$ cat config.mk
export PLATFORM = sky130hd
export DESIGN_NAME = fpu_exc_ctrl
export DESIGN_NICKNAME = d
export VERILOG_FILES = /design/src/rtl/fpx_pkg.sv /design/src/rtl/fpx_filter.sv /design/src/rtl/fpx_trap.sv /design/src/rtl/fpu_exc_ctrl.sv
export SDC_FILE = /design/constraint.sdc
export NUM_CORES = 1
export LEC_CHECK = 0
export BUFFER_PORTS_ARGS = -buffer_cell sky130_fd_sc_hd__buf_4
export CAP_MARGIN = 20
export CORE_MARGIN = 10
export CORE_UTILIZATION = 30
export DETAILED_ROUTE_END_ITERATION = 10
export GPL_TIMING_DRIVEN = 0
export PLACE_DENSITY = 0.65
export SYNTH_ARGS = -nofsm -noshare
export SYNTH_HDL_FRONTEND = slang
export SYNTH_SLANG_ARGS = --single-unit
$ cat constraint.sdc
create_clock -name clk -period 3.65 [get_ports clk]
set_clock_uncertainty 0.05 [all_clocks]
set_input_delay 0.73 -clock clk [delete_from_list [all_inputs] [get_ports clk]]
set_output_delay 0.73 -clock clk [all_outputs]
set_load 0.01 [all_outputs]
$ cat src/rtl/fpx_pkg.sv
package fpx_pkg;
    localparam int EXC_W   = 5;
    localparam int REG_W   = 32;
    localparam int CLS_W   = 2;
    localparam int CAUSE_LSB = 12;
    localparam int EN_LSB    = 7;
    localparam int FLAG_LSB  = 2;
    localparam int MODE_BIT  = 18;

    localparam int XV = 0;
    localparam int XZ = 1;
    localparam int XO = 2;
    localparam int XU = 3;
    localparam int XI = 4;

    typedef enum logic [CLS_W-1:0] {
        CLS_ARITH = 2'd0,
        CLS_DIV   = 2'd1,
        CLS_CMP   = 2'd2,
        CLS_CONV  = 2'd3
    } op_cls_e;

    typedef struct packed {
        logic [EXC_W-1:0] cause;
        logic [EXC_W-1:0] enable;
        logic [EXC_W-1:0] flag;
        logic             mode;
    } exc_state_t;

    function automatic logic [EXC_W-1:0] cls_allow(input op_cls_e c);
        logic [EXC_W-1:0] m;
        case (c)
            CLS_ARITH: m = ~(EXC_W'(1) << XZ);
            CLS_DIV:   m = '1;
            CLS_CMP:   m = EXC_W'(1) << XV;
            default:   m = (EXC_W'(1) << XV) | (EXC_W'(1) << XI);
        endcase
        return m;
    endfunction
endpackage

$ cat src/rtl/fpx_filter.sv
module fpx_filter
    import fpx_pkg::*;
(
    input  logic [EXC_W-1:0] raw_exc,
    input  logic [CLS_W-1:0] cls,
    input  logic             special,
    input  logic             mode,
    output logic [EXC_W-1:0] eff_exc
);
    logic [EXC_W-1:0] allow;
    logic             inject_inv;

    always_comb begin
        allow      = cls_allow(op_cls_e'(cls));
        inject_inv = mode & special;
    end

    for (genvar i = 0; i < EXC_W; i++) begin : g_bit
        if (i == XV) begin : g_inv
            assign eff_exc[i] = (raw_exc[i] & allow[i]) | inject_inv;
        end else begin : g_other
            assign eff_exc[i] = raw_exc[i] & allow[i];
        end
    end
endmodule

$ cat src/rtl/fpx_trap.sv
module fpx_trap
    import fpx_pkg::*;
(
    input  logic             clk,
    input  logic             rst_n,
    input  logic             valid,
    input  logic [EXC_W-1:0] eff_exc,
    input  logic [EXC_W-1:0] enable,
    output logic             req,
    output logic             halt
);
    always_comb begin
        req  = valid & (|(eff_exc & enable));
        halt = req;
    end


    req_needs_valid_chk: assert property (@(posedge clk) disable iff (!rst_n)
        req |-> valid);


    halt_match_chk: assert property (@(posedge clk) disable iff (!rst_n)
        halt == req);
endmodule

$ cat src/rtl/fpu_exc_ctrl.sv
module fpu_exc_ctrl
    import fpx_pkg::*;
(
    input  logic             clk,
    input  logic             rst_n,
    input  logic             op_valid,
    input  logic [4:0]       op_exc,
    input  logic [1:0]       op_class,
    input  logic             op_src_special,
    input  logic             reg_we,
    input  logic [31:0]      reg_wdata,
    output logic [31:0]      reg_rdata,
    output logic             exc_req,
    output logic             op_halt
);
    exc_state_t       st_d, st_q;
    logic [EXC_W-1:0] eff;
    logic             unused_wbits;

    assign unused_wbits = ^{reg_wdata[REG_W-1:MODE_BIT+1],
                            reg_wdata[MODE_BIT-1:CAUSE_LSB+EXC_W],
                            reg_wdata[FLAG_LSB-1:0]};

    fpx_filter u_filter (
        .raw_exc (op_exc),
        .cls     (op_class),
        .special (op_src_special),
        .mode    (st_q.mode),
        .eff_exc (eff)
    );

    fpx_trap u_trap (
        .clk     (clk),
        .rst_n   (rst_n),
        .valid   (op_valid),
        .eff_exc (eff),
        .enable  (st_q.enable),
        .req     (exc_req),
        .halt    (op_halt)
    );

    always_comb begin
        st_d = st_q;
        if (reg_we) begin
            st_d.cause  = reg_wdata[CAUSE_LSB +: EXC_W];
            st_d.enable = reg_wdata[EN_LSB    +: EXC_W];
            st_d.flag   = reg_wdata[FLAG_LSB  +: EXC_W];
            st_d.mode   = reg_wdata[MODE_BIT];
        end
        if (op_valid) begin
            st_d.cause = eff;
            st_d.flag  = st_q.flag | eff;
        end
    end

    always_ff @(posedge clk or negedge rst_n) begin
        if (!rst_n) st_q <= '0;
        else        st_q <= st_d;
    end

    always_comb begin
        reg_rdata = '0;
        reg_rdata[CAUSE_LSB +: EXC_W] = st_q.cause;
        reg_rdata[EN_LSB    +: EXC_W] = st_q.enable;
        reg_rdata[FLAG_LSB  +: EXC_W] = st_q.flag;
        reg_rdata[MODE_BIT]           = st_q.mode;
    end


    flag_sticky_chk: assert property (@(posedge clk) disable iff (!rst_n)
        !reg_we |=> ((st_q.flag & $past(st_q.flag)) == $past(st_q.flag)));


    cfg_hold_chk: assert property (@(posedge clk) disable iff (!rst_n)
        !reg_we |=> ($stable(st_q.enable) && $stable(st_q.mode)));


    cmp_mask_chk: assert property (@(posedge clk) disable iff (!rst_n)
        (op_valid && op_class == CLS_CMP) |=> (st_q.cause[XI:XO] == '0));


    mode_trap_chk: assert property (@(posedge clk) disable iff (!rst_n)
        (op_valid && st_q.mode && op_src_special && st_q.enable[XV]) |-> exc_req);


    collide_cfg_chk: assert property (@(posedge clk) disable iff (!rst_n)
        (op_valid && reg_we) |=> (reg_rdata[EN_LSB +: EXC_W] == $past(reg_wdata[EN_LSB +: EXC_W])));
endmodule

[After elaboration in Yosys (flattened, before gate mapping)]
Cells that the tools add are included.
Word-level totals
  flip-flop bits (word level): 16
  output and inout bits: 34
  word-level logic and storage cells: 23
Operators by class
  equal/unequal tests: 2
  multiplexer cells: 4
  bitwise gates (word level): 10
  reduce and logical (&&, ||, !) cells: 3
Operators by type and width (count)
  16-bit 2-to-1 mux: 1
  5-bit one-hot mux with 3 select lines: 1
  5-bit 2-to-1 mux: 2
  1-bit AND: 7
  5-bit AND: 1
  5-bit OR: 1
  5-bit OR reduction: 1
  2-bit by 1-bit equality test with 1-bit output, second input constant: 1
  2-bit equality test, second input constant: 1
  2-bit zero test: 1
  2-bit nonzero test: 1
  1-bit OR: 1

[Logic depth before layout (Yosys ltp)]
Gate-level depths: netlist of run 1.
  word-level depth: 7
  mapped depth: 4
  depth with buffers taken out: 3

[Cells and area by module]
From an unflattened synthesis of run 1, not the netlist that was laid out.
Second synthesis, totals
  cells, all modules: 83
  area total of the unflattened synthesis: 922.1 µm²
By module, submodules not included
  fpu_exc_ctrl: instances 1, cells each 73, area an instance 845.8 µm², sequential area each 400.4 µm²
  fpx_filter: instances 1, cells each 6, area an instance 43.8 µm², sequential area each 0.0 µm²
  fpx_trap: instances 1, cells each 4, area an instance 32.5 µm², sequential area each 0.0 µm²

[Worst setup path after synthesis of run 1]
No wires, ideal clock.
  kind: input-to-output
  start: in op_class[1]
  end: out op_halt
  data arrival time: 1579 ps
  slack: 1291 ps
  cell stages on the path: 4
  cells stage by stage: and3b_1 -> a2bb2oi_1 -> a21boi_0 -> buf_4
On the way
  word-level cells in the longest chain between the ends: 6
Ends and longest elaborated chain
  start, declared: RTL line fpu_exc_ctrl.sv:8  | input logic [1:0] op_class,
  2-bit equality test (tied with other cells): RTL line fpx_pkg.sv:32  | case (c)
  5-bit one-hot mux with 3 select lines (*): RTL line fpx_pkg.sv:32
  1-bit AND: RTL line fpx_filter.sv:22  | assign eff_exc[i] = raw_exc[i] & allow[i];
  5-bit AND (*): RTL line fpx_trap.sv:13  | req = valid & (|(eff_exc & enable));
  5-bit OR reduction (*): RTL line fpx_trap.sv:13
  1-bit AND (*): RTL line fpx_trap.sv:13
  end, declared: RTL line fpu_exc_ctrl.sv:14  | output logic op_halt
Every way passes the cells marked *; elsewhere a longest branch is shown, timed or not.

[Worst setup path in the final report of run 1]
Ends and elaborated chain as after synthesis.

==> summary.txt, run 1 <==
CTS
  • Clock slew at reported path FFs: 90 ps
  • Clock Path Buffers: 2
  • Clock root buffer: clkbuf_4
  • CTS tree: done
  • Buffer count from post-CTS setup fixing: 0
  • Clk sinks: 16
  • Hold buffer count at cts: 0
  • Worst-skew pair later-pin latency: 280 ps
  • Inserted Clock Buffers: 3
  • PostCTS Resize Cnt: 0
  • Max H-tree Level: 1

Detailed routing
  • Post-route DRC violation count: 0
  • DR vias: 803
  • Wire length per cell: 13.9 µm
  • 1st-pass router iterations: 5
  • DRT iter0 DRCs: 17
  • ANT nets after route: 0
  • Post-DR vias/cell: 4.32
  • Routed WL: 2590 µm

Place
  • Post-Place Setup Slack: 1160 ps
  • Gpl congestion: 0.718
  • DP HPWL: 2180 µm
  • Port Buffer Count: 45
  • Placed cell count: 182

Worst setup path
  • Flop2flop setup slack: 2640 ps
  • Critical Path AT: 1720 ps
  • Most used cell along the critical path: buf_4
  • Setup crit start: op_class[1]
  • Top Family by Delay on Critical Path: buffers and inverters
  • Buffers and inverters on the worst path: 3
  • CP Capture Type: output port
  • Kind of critical path: in -> out
  • Slowest stage delay, CP: 270 ps
  • CP max FO: 5
  • Slowest CP cell: a21boi_0
  • Critical Path Stages: 6
  • R2R Path Start: reg_rdata[2]
  • Critical path launch point type: input pin
  • Worst Reg-to-Reg Cells: 3
  • Worst path cell trace: buf_4 > and3b_1 > a2bb2oi_1 > a21boi_0 > buf_4 > buf_4
  • Worst Path Required: 2870 ps
  • Reg-to-reg endpoint: reg_rdata[2]

Final layout
  • Nets: 198
  • Layout Cells excl Fill: 186
  • Max reg flops: 16
  • Area Overhead vs Synth: 51.4%
  • Ratio of cells with drive above 1 in the final layout: 49.7%
  • N_diodes: 0

Synth
  • Synth warn: 0
  • Mapped Cells: 89
  • Syn Area/Cell: 10.3 µm²
  • Share of the yosys chip area belonging to registers: 43.7%
  • Number of synthesized register bits: 16
  • Cell variety after synth: 22
  • Post-Synthesis Cell Area: 917 µm²

Timing
  • Final Hold Fails: 0
  • RSZ-0062 raised after global routing: no
  • Max Slew Vio Count: 0
  • Final setup TNS: 0 ps
  • Fmax achieved: 0.400 GHz
  • Setup-failing EPs final: 0
  • Final min period: 2500 ps
  • Post-route setup slack: 1150 ps
  • Period utilisation layout: 68.4%

Global routing
  • Vias in the first global route: 829
  • Largest net degree at the start of global routing: 17
  • Initial antenna violation count: 0
  • Grt ovf: 0
  • First-pass GRT wire length: 3880 µm
  • Total track usage: 8.87%

Die
  • FP Rows: 20
  • I/O pins: 78
  • Initial Util: 30.8%
  • Die Width: 75.3 µm
  • Die area: 0.00567 mm²
  • Core region area: 0.00298 mm²
  • Die height: 75.3 µm

Power
  • Total leakage power: 0.721 nW
  • Maximum vdd drop: 0.168 mV
  • Power per cell area: 334 mW/mm²

Run
  • Max-cap violations: 0

Outcome
  • Status: completed

Worst hold path
  • Worst hold path class: in -> async
[cell type report]
| cell class | count | area (µm²) |
|---|---|---|
| fill | 283 | 1590 |
| sequential | 16 | 400 |
| multi-input combinational | 66 | 407 |
| buffer | 22 | 166 |
| tap | 33 | 41.3 |
| clock buffer | 4 | 36.3 |
| timing repair buffer | 45 | 338 |
[power breakdown]
group	leakage (nW)	total [mW]	switching, mW	internal, mW
Clock	0.0210	0.115	0.0544	0.0606
Combinational	0.513	0.141	0.0599	0.0814
Sequential	0.187	0.208	0.0125	0.195
[worst register-to-register path: stages, from the launching register on]
cell      delay [ps]
dfrtp_1          410
nor2b_1          140
a211oi_1         210
a21oi_1           70
[per-layer routing]
layer	vias to the layer above	part of all wire (%)	global-route usage [%]
li1	404	-	-
met1	355	41	10.2
met2	42	43	13.7
met3	2	16	4.69
met4	0	0.73	3.09
met5	-	0	0
[how the worst max path moves through the flow]
stage	slack, ps	to
global route	1060	op_halt
CTS	1150	op_halt
floorplan	1290	op_halt
detailed placement	1160	op_halt
finish	1150	op_halt
global placement	1190	op_halt
[cell usage in the layout (no fill, tap or decap)]
cell type and instances:
nor2_1 5, nand2_1 4, and3b_1 1, mux2i_1 5
buf_2 1, a21o_1 1, clkbuf_1 1, buf_4 63
a2bb2oi_1 1, a21boi_0 1, a31o_1 1, clkbuf_8 1
clkbuf_4 3, a32oi_1 1, o21ai_0 4, a21oi_1 6
a22oi_1 1, mux2_2 6, nor2b_1 7, nand2b_1 1
dfrtp_1 16, a211oi_1 5, buf_6 2, conb_1 16
[metrics by stage]
step	area (µm²)	power (mW)	utilization [%]	hold WS (ps)
2_1_floorplan	973	0.283	-	384
3_3_place_gp	1350	0.351	45.4	473
3_5_place_dp	1350	0.354	45.4	480
4_1_cts	1390	0.471	46.6	244
5_1_grt	1390	0.493	46.6	239
6_report	1390	0.464	46.6	243
[cell families after synthesis]
logic type | synth area share (%)
other | 0.409
and+or+nand+nor | 10.1
muxes | 12.8
AOI/OAI and AO/OA | 14.9
buffers and inverters | 18.1
DFF | 43.7
[cell usage after synthesis]
cell type	instances	area share [%]
buf_4	18	15
dfrtp_1	16	44
nor2b_1	7	4.8
a21oi_1	6	3.3
mux2_2	6	7.4
a211oi_1	5	4.1
mux2i_1	5	5.5
nor2_1	5	2.0
nand2_1	4	1.6
o21ai_0	4	2.2
buf_6	2	2.5
a21boi_0	1	0.82
a21o_1	1	0.82
a22oi_1	1	0.82
a2bb2oi_1	1	0.96
a31o_1	1	0.96
a32oi_1	1	0.96
and3b_1	1	0.96
buf_2	1	0.55
clkbuf_1	1	0.41
conb_1	1	0.41
nand2b_1	1	0.68
No activity file was read; power rests on OpenSTA's default activity.
==> run 2, diff against run 1 <==
--- a/config.mk
+++ b/config.mk
@@ -5,13 +5,14 @@
 export SDC_FILE = /design/constraint.sdc
 export NUM_CORES = 1
 export LEC_CHECK = 0
+export ABC_AREA = 1
 export BUFFER_PORTS_ARGS = -buffer_cell sky130_fd_sc_hd__buf_4
 export CAP_MARGIN = 20
 export CORE_MARGIN = 10
 export CORE_UTILIZATION = 30
 export DETAILED_ROUTE_END_ITERATION = 10
 export GPL_TIMING_DRIVEN = 0
-export PLACE_DENSITY = 0.65
+export PLACE_DENSITY = 0.68
 export SYNTH_ARGS = -nofsm -noshare
 export SYNTH_HDL_FRONTEND = slang
 export SYNTH_SLANG_ARGS = --single-unit
==> constraint.sdc (replaced) <==
create_clock -name clk -period 2.1 [get_ports clk]
set_clock_uncertainty 0.05 [all_clocks]
set_input_delay 0.42 -clock clk [delete_from_list [all_inputs] [get_ports clk]]
set_output_delay 0.42 -clock clk [all_outputs]
set_load 0.01 [all_outputs]
==> summary.txt, run 2 <==
CTS
  • Clk sinks: 16 (unchanged)
  • Clock slew at reported path FFs: 100 ps (about the same)
  • Inserted Clock Buffers: 3 (unchanged)
  • Clock Path Buffers: 2 (unchanged)
  • CTS tree: done
  • Max H-tree Level: 1 (unchanged)
  • Clock root buffer: clkbuf_4
  • PostCTS Resize Cnt: 0 (unchanged)
  • Buffer count from post-CTS setup fixing: 0 (unchanged)
  • Worst-skew pair later-pin latency: 290 ps (about the same)

Timing
  • Final min period: 1910 ps
  • Max Slew Vio Count: 0 (unchanged)
  • Final setup TNS: 0 ps (unchanged)
  • Final Hold Fails: 0 (unchanged)
  • Hold Worst Slack: 272 ps (+29.2 ps)
  • Fmax achieved: 0.524 GHz
  • RSZ-0062 raised after global routing: no
  • Period utilisation layout: 90.9%
  • Setup-failing EPs final: 0 (unchanged)

Synth
  • Syn Area/Cell: 8.00 µm² (-22%)
  • Leading area contributor after synthesis: dfrtp_1
  • Share of the yosys chip area belonging to registers: 43.9% (+0.24 points)
  • Most used standard cell by instance count after synthesis: nand2_1
  • Top FF cell, synth: dfrtp_1
  • Synth Area in Compound Gates: 9.05% (-5.8 points)
  • Synth Area in XOR/XNOR: 0% (unchanged)
  • Multiplexer area fraction after synthesis: 0% (-13 points)
  • Post-synth EDFFs: 0 (unchanged)
  • Post-Synthesis Cell Area: 912 µm² (-0.55%)
  • Mapped Cells: 114 (+28%)
  • Number of synthesized register bits: 16 (unchanged)
  • Synth async-reset ratio: 100% (unchanged)
  • Top cell type's share of synthesized area: 43.9% (+0.24 points)
  • Adder-Cell Fraction of Synth Area: 0% (unchanged)
  • Cell variety after synth: 15 (-32%)
  • Synth top cells by count: nand2_1, buf_4, dfrtp_1
  • Largest family of logic cells by synthesized area: simple AND/OR/NAND/NOR gates
  • Largest cells by area after synthesis: dfrtp_1, buf_4, nand2_1
  • Synth warn: 0 (unchanged)
  • Post-synthesis simple-gate area fraction: 25.2% (+15 points)

Global routing
  • Largest net degree at the start of global routing: 17 (unchanged)
  • Grt ovf: 0 (unchanged)
  • First-pass GRT wire length: 4120 µm (+6.2%)
  • Vias in the first global route: 886 (+6.9%)
  • Initial antenna violation count: 0 (unchanged)
  • Total track usage: 9.60% (+0.73 points)

Die
  • Die Width: 75.1 µm (-0.20%)
  • Die height: 75.1 µm (-0.20%)
  • Initial Util: 32.2% (+1.4 points)
  • Die area: 0.00565 mm² (-0.40%)
  • Core region area: 0.00283 mm² (-5.0%)
  • I/O pins: 78 (unchanged)
  • FP Rows: 19 (-5.0%)

Power
  • Maximum vdd drop: 0.373 mV (+120%)
  • Sw Ratio: 29.9% (+2.6 points)
  • Sequential power share: 47.3% (+2.5 points)
  • Total leakage power: 0.782 nW (+8.5%)
  • Clock power frac: 21.3% (-3.5 points)
  • Gate power share: 31.3% (+0.9 points)
  • Internal Power: 528 µW (+57%)
  • Switching power total: 225 µW (+78%)
  • Power per cell area: 550 mW/mm² (+65%)

Place
  • DP HPWL: 2310 µm (+6.0%)
  • Port Buffer Count: 44 (-2.2%)
  • Gpl congestion: 0.737 (+2.7%)

Detailed routing
  • DR vias: 882 (+9.8%)
  • ANT nets after route: 0 (unchanged)
  • Post-route DRC violation count: 0 (unchanged)
  • Routed WL: 2750 µm (+5.9%)
  • Wire length per cell: 13.2 µm (-5.3%)
  • Post-DR vias/cell: 4.24 (-1.8%)
  • 1st-pass router iterations: 4 (-1)
  • DRT iter0 DRCs: 23 (+6)

Worst setup path
  • Critical path launch point type: register
  • Flop2flop setup slack: 1190 ps (-1450 ps)
  • Slowest stage delay, CP: 380 ps (+110 ps)
  • Worst path cell trace: nand2_1 > nand2_1 > nand2_1 > nand3_1 > nor2_1 > nor2_1 > buf_4 > buf_4
  • Worst Path Required: 1630 ps (-1240 ps)
  • Top Family by Delay on Critical Path: simple AND/OR/NAND/NOR gates
  • CP Capture Type: output port
  • Most used cell along the critical path: nand2_1
  • Buffers and inverters on the worst path: 2 (-1)
  • Critical Path AT: 1440 ps (-280 ps)
  • CP max FO: 3 (-2)
  • Kind of critical path: reg -> out
  • Slowest CP cell: dfrtp_1

Outcome
  • Status: completed

Worst hold path
  • Worst hold path class: in -> reg

Final layout
  • Area Overhead vs Synth: 50.2%
  • Ratio of cells with drive above 1 in the final layout: 42.4% (-7.3 points)
  • Most common cell after layout, fill and taps aside: buf_4
  • Max reg flops: 16 (unchanged)
  • Nets: 223 (+13%)
  • Most frequent cells in the layout: buf_4, nand2_1, conb_1, dfrtp_1, nand3_1
  • N_diodes: 0 (unchanged)

Run
  • Max-cap violations: 0 (unchanged)
run 2: power groups by stage:
stage / Combinational, mW / Clock, mW / Sequential, mW
floorplan: 0.106 / 0 / 0.373
global placement: 0.232 / 0 / 0.360
detailed placement: 0.235 / 0 / 0.362
CTS: 0.237 / 0.162 / 0.356
global route: 0.263 / 0.179 / 0.360
finish: 0.236 / 0.161 / 0.356
run 2: metal layers:
layer | up-vias | track usage [%] | routed length, µm
met5 | - | 0 | 0
met4 | 0 | 4.33 | 22
met1 | 372 | 10.8 | 1140
met3 | 4 | 6.18 | 425
met2 | 52 | 14.0 | 1160
li1 | 454 | - | -
run 2: metrics by stage:
step                utilization [%]  setup WS (ps)  cells  instance area, µm²  total power, mW
floorplan                         -            572    129                 968            0.479
global placement               47.3            412    204                1340            0.592
detailed placement             47.3            402    204                1340            0.597
CTS                            48.4            204    208                1370            0.756
global route                   48.4           27.9    208                1370            0.802
finish                         48.4            192    208                1370            0.753
run 2: kinds of logic (layout without fill, tap and decap cells):
logic type | Yosys count | count (layout)
other | 1 | 16
flip-flops | 16 | 16
AO/OA/AOI/OAI | 15 | 15
buffers and inverters | 28 | 76
AND/OR/NAND/NOR | 54 | 54
run 2: what timing repair did:
| item | CTS | global route |
|---|---|---|
| endpoints found under the hold margin | 16 | 0 |
| endpoints found under the setup margin | 0 | 0 |
| hold buffers | 1 | 0 |
run 2: cell type report:
class	instances	area [µm²]
repair buffers	45	340
multi-input cells	85	373
flip-flops and latches	16	400
fillers	290	1460
clock buffers	3	22.5
plain buffers	20	158
well taps	31	38.8
inverters	8	37.5
run 2: path summary, 6_finish.rpt:
check                              start            end  cells after the start
setup / recovery           reg_rdata[18]        op_halt                      8
hold / removal              reg_wdata[7]   reg_rdata[7]                      3
setup reg to reg           reg_rdata[18]   reg_rdata[2]                      4
hold reg to reg            reg_rdata[12]  reg_rdata[12]                      2
max in group asynchronous          rst_n  reg_rdata[16]                      2
min in group asynchronous          rst_n  reg_rdata[13]                      2
run 2: worst register-to-register path: stages (launching register included):
cell and delay, ps:
dfrtp_1 410, nand2_1 70, nand2_1 90, o21ai_2 130, a21oi_2 60
==> run 3, diff against run 2 <==
--- a/config.mk
+++ b/config.mk
@@ -9,10 +9,10 @@
 export BUFFER_PORTS_ARGS = -buffer_cell sky130_fd_sc_hd__buf_4
 export CAP_MARGIN = 20
 export CORE_MARGIN = 10
-export CORE_UTILIZATION = 30
+export CORE_UTILIZATION = 34
 export DETAILED_ROUTE_END_ITERATION = 10
 export GPL_TIMING_DRIVEN = 0
-export PLACE_DENSITY = 0.68
+export PLACE_DENSITY = 0.76
 export SYNTH_ARGS = -nofsm -noshare
 export SYNTH_HDL_FRONTEND = slang
 export SYNTH_SLANG_ARGS = --single-unit
==> summary.txt, run 3 (same netlist as run 2, synthesis figures left out) <==
Power
  • Power per cell area: 553 mW/mm² (+0.48%)
  • Switching power total: 228 µW (+1.3%)
  • Gate power share: 31.1% (-0.2 points)
  • Internal Power: 528 µW (about the same)
  • Sequential power share: 46.9% (-0.4 points)
  • Sw Ratio: 30.2% (+0.27 points)
  • Maximum vdd drop: 0.378 mV (+1.4%)
  • Clock power frac: 22.0% (+0.7 points)
  • Total leakage power: 0.782 nW (unchanged)

Place
  • Port Buffer Count: 44 (unchanged)
  • DP HPWL: 2260 µm (-2.3%)
  • Post-DP Area: 0.00134 mm² (about the same)
  • Gpl congestion: 0.771 (+4.5%)

CTS
  • Clock Path Buffers: 2 (unchanged)
  • Worst-skew pair later-pin latency: 290 ps (about the same)
  • Clock slew at reported path FFs: 90 ps (about the same)
  • PostCTS Resize Cnt: 0 (unchanged)
  • Inserted Clock Buffers: 3 (unchanged)
  • Clk sinks: 16 (unchanged)
  • Max H-tree Level: 1 (unchanged)
  • Clock root buffer: clkbuf_4
  • CTS tree: done

Final layout
  • Ratio of cells with drive above 1 in the final layout: 42.4% (unchanged)
  • Most frequent cells in the layout: buf_4, nand2_1, conb_1, dfrtp_1, nand3_1
  • Most common cell after layout, fill and taps aside: buf_4
  • Fillers: 267 (-7.9%)
  • Nets: 223 (unchanged)
  • Fin area: 0.00137 mm² (about the same)
  • Area Overhead vs Synth: 50.1% (about the same)
  • Layout Utilization: 54.3% (+5.8 points)
  • N_diodes: 0 (unchanged)
  • Max reg flops: 16 (unchanged)

Detailed routing
  • Post-DR vias/cell: 4.24 (about the same)
  • 1st-pass router iterations: 4 (unchanged)
  • ANT nets after route: 0 (unchanged)
  • Routed WL: 2660 µm (-3.2%)
  • Wire length per cell: 12.8 µm (-2.7%)
  • DR vias: 877 (-0.57%)
  • DRT iter0 DRCs: 27 (+17%)
  • Post-route DRC violation count: 0 (unchanged)

Worst hold path
  • Worst hold path class: in -> reg
  • WHS Endpoint: reg_rdata[10]
  • Hold Crit Depth: 3 (unchanged)
  • Hold_sp: reg_wdata[10]

Timing
  • Setup-failing EPs final: 0 (unchanged)
  • Final setup TNS: 0 ps (unchanged)
  • Final min period: 1870 ps (-34.8 ps)
  • Max Slew Vio Count: 0 (unchanged)
  • RSZ-0062 raised after global routing: no
  • Final Hold Fails: 0 (unchanged)
  • Fmax achieved: 0.534 GHz (+1.9%)
  • Period utilisation layout: 89.2% (-1.7 points)

Worst setup path
  • Top Family by Delay on Critical Path: simple AND/OR/NAND/NOR gates
  • CP Capture Type: output port
  • Flop2flop setup slack: 1160 ps (-30 ps)
  • Reg-to-reg endpoint: reg_rdata[2]
  • Slowest CP cell: dfrtp_1
  • Kind of critical path: reg -> out
  • Worst Path Required: 1630 ps (about the same)
  • Worst Reg-to-Reg Cells: 4 (unchanged)
  • Critical path launch point type: register
  • Buffers and inverters on the worst path: 2 (unchanged)
  • CP max FO: 3 (unchanged)
  • Critical Path AT: 1400 ps (-40 ps)
  • Slowest stage delay, CP: 400 ps (+20 ps)
  • R2R Path Start: reg_rdata[18]
  • Worst path cell trace: nand2_1 > nand2_1 > nand2_1 > nand3_1 > nor2_1 > nor2_1 > buf_4 > buf_4
  • Most used cell along the critical path: nand2_1

Die
  • Die Width: 71.8 µm (-4.5%)
  • Core region area: 0.00252 mm² (-11%)
  • FP Rows: 18 (-1)
  • Die height: 71.8 µm (-4.5%)
  • I/O pins: 78 (unchanged)
  • Die area: 0.00515 mm² (-8.7%)
  • Initial Util: 36.2% (+3.9 points)

Outcome
  • Status: completed

Global routing
  • First-pass GRT wire length: 4200 µm (+2.0%)
  • Initial antenna violation count: 0 (unchanged)
  • Largest net degree at the start of global routing: 17 (unchanged)
  • Grt ovf: 0 (unchanged)
  • Vias in the first global route: 972 (+9.7%)
  • Total track usage: 9.96% (+0.36 points)

Run
  • Max-cap violations: 0 (unchanged)
## run 3: cell counts in the layout (fill, tap and decap cells not counted)
Identical to the previous run, type by type.
## run 3: layout make-up
cell class / instances / area (µm²) / share of cell area, %
Clock buffer: 3 / 22.5 / 1.65
Sequential cell: 16 / 400 / 29.3
Buffer: 20 / 158 / 11.5
Tap cell: 30 / 37.5 / 2.74
Inverter: 8 / 37.5 / 2.74
Multi-Input combinational cell: 85 / 373 / 27.2
Timing Repair Buffer: 45 / 340 / 24.9
## run 3: power groups by stage
stage                     clock, mW  combinational (mW)  sequential, mW
after CTS                     0.167               0.238           0.355
after detailed placement          0               0.236           0.361
after floorplan                   0               0.106           0.373
after global placement            0               0.230           0.361
after global routing          0.177               0.262           0.359
final                         0.166               0.235           0.355
## run 3: stage by stage
| step | hold slack, ps | power (mW) | worst slack, ps | std cells |
|---|---|---|---|---|
| 5_1_grt | 280 | 0.797 | 103 | 207 |
| 6_report | 269 | 0.756 | 226 | 207 |
| 3_3_place_gp | 236 | 0.591 | 423 | 203 |
| 4_1_cts | 272 | 0.760 | 208 | 207 |
| 2_1_floorplan | 74.4 | 0.479 | 572 | 129 |
| 3_5_place_dp | 246 | 0.597 | 397 | 203 |
## run 3: worst max-delay path by stage
stage / from / end / cells after the start
finish: reg_rdata[18] / op_halt / 8
global route: reg_rdata[18] / op_halt / 8
CTS: reg_rdata[18] / op_halt / 8
detailed placement: op_class[0] / op_halt / 9
global placement: op_src_special / op_halt / 9
floorplan: op_class[0] / op_halt / 7
## run 3: routing by layer
layer	vias up	track usage (%)	part of all wire (%)
met5	-	0	0
met4	0	4.52	1.7
met3	5	5.10	12
met2	41	16.6	48
met1	377	10.2	39
li1	454	-	-
## run 3: tightest hold or removal path: stages
cell     delay [ps]
buf_4            70
nand2_1          40
nand2_1          50
## run 3: timing repair
| item | CTS | global route |
|---|---|---|
| hold endpoints to repair | 16 | 0 |
| hold buffers | 1 | 0 |
| buffers inserted | 0 | 0 |
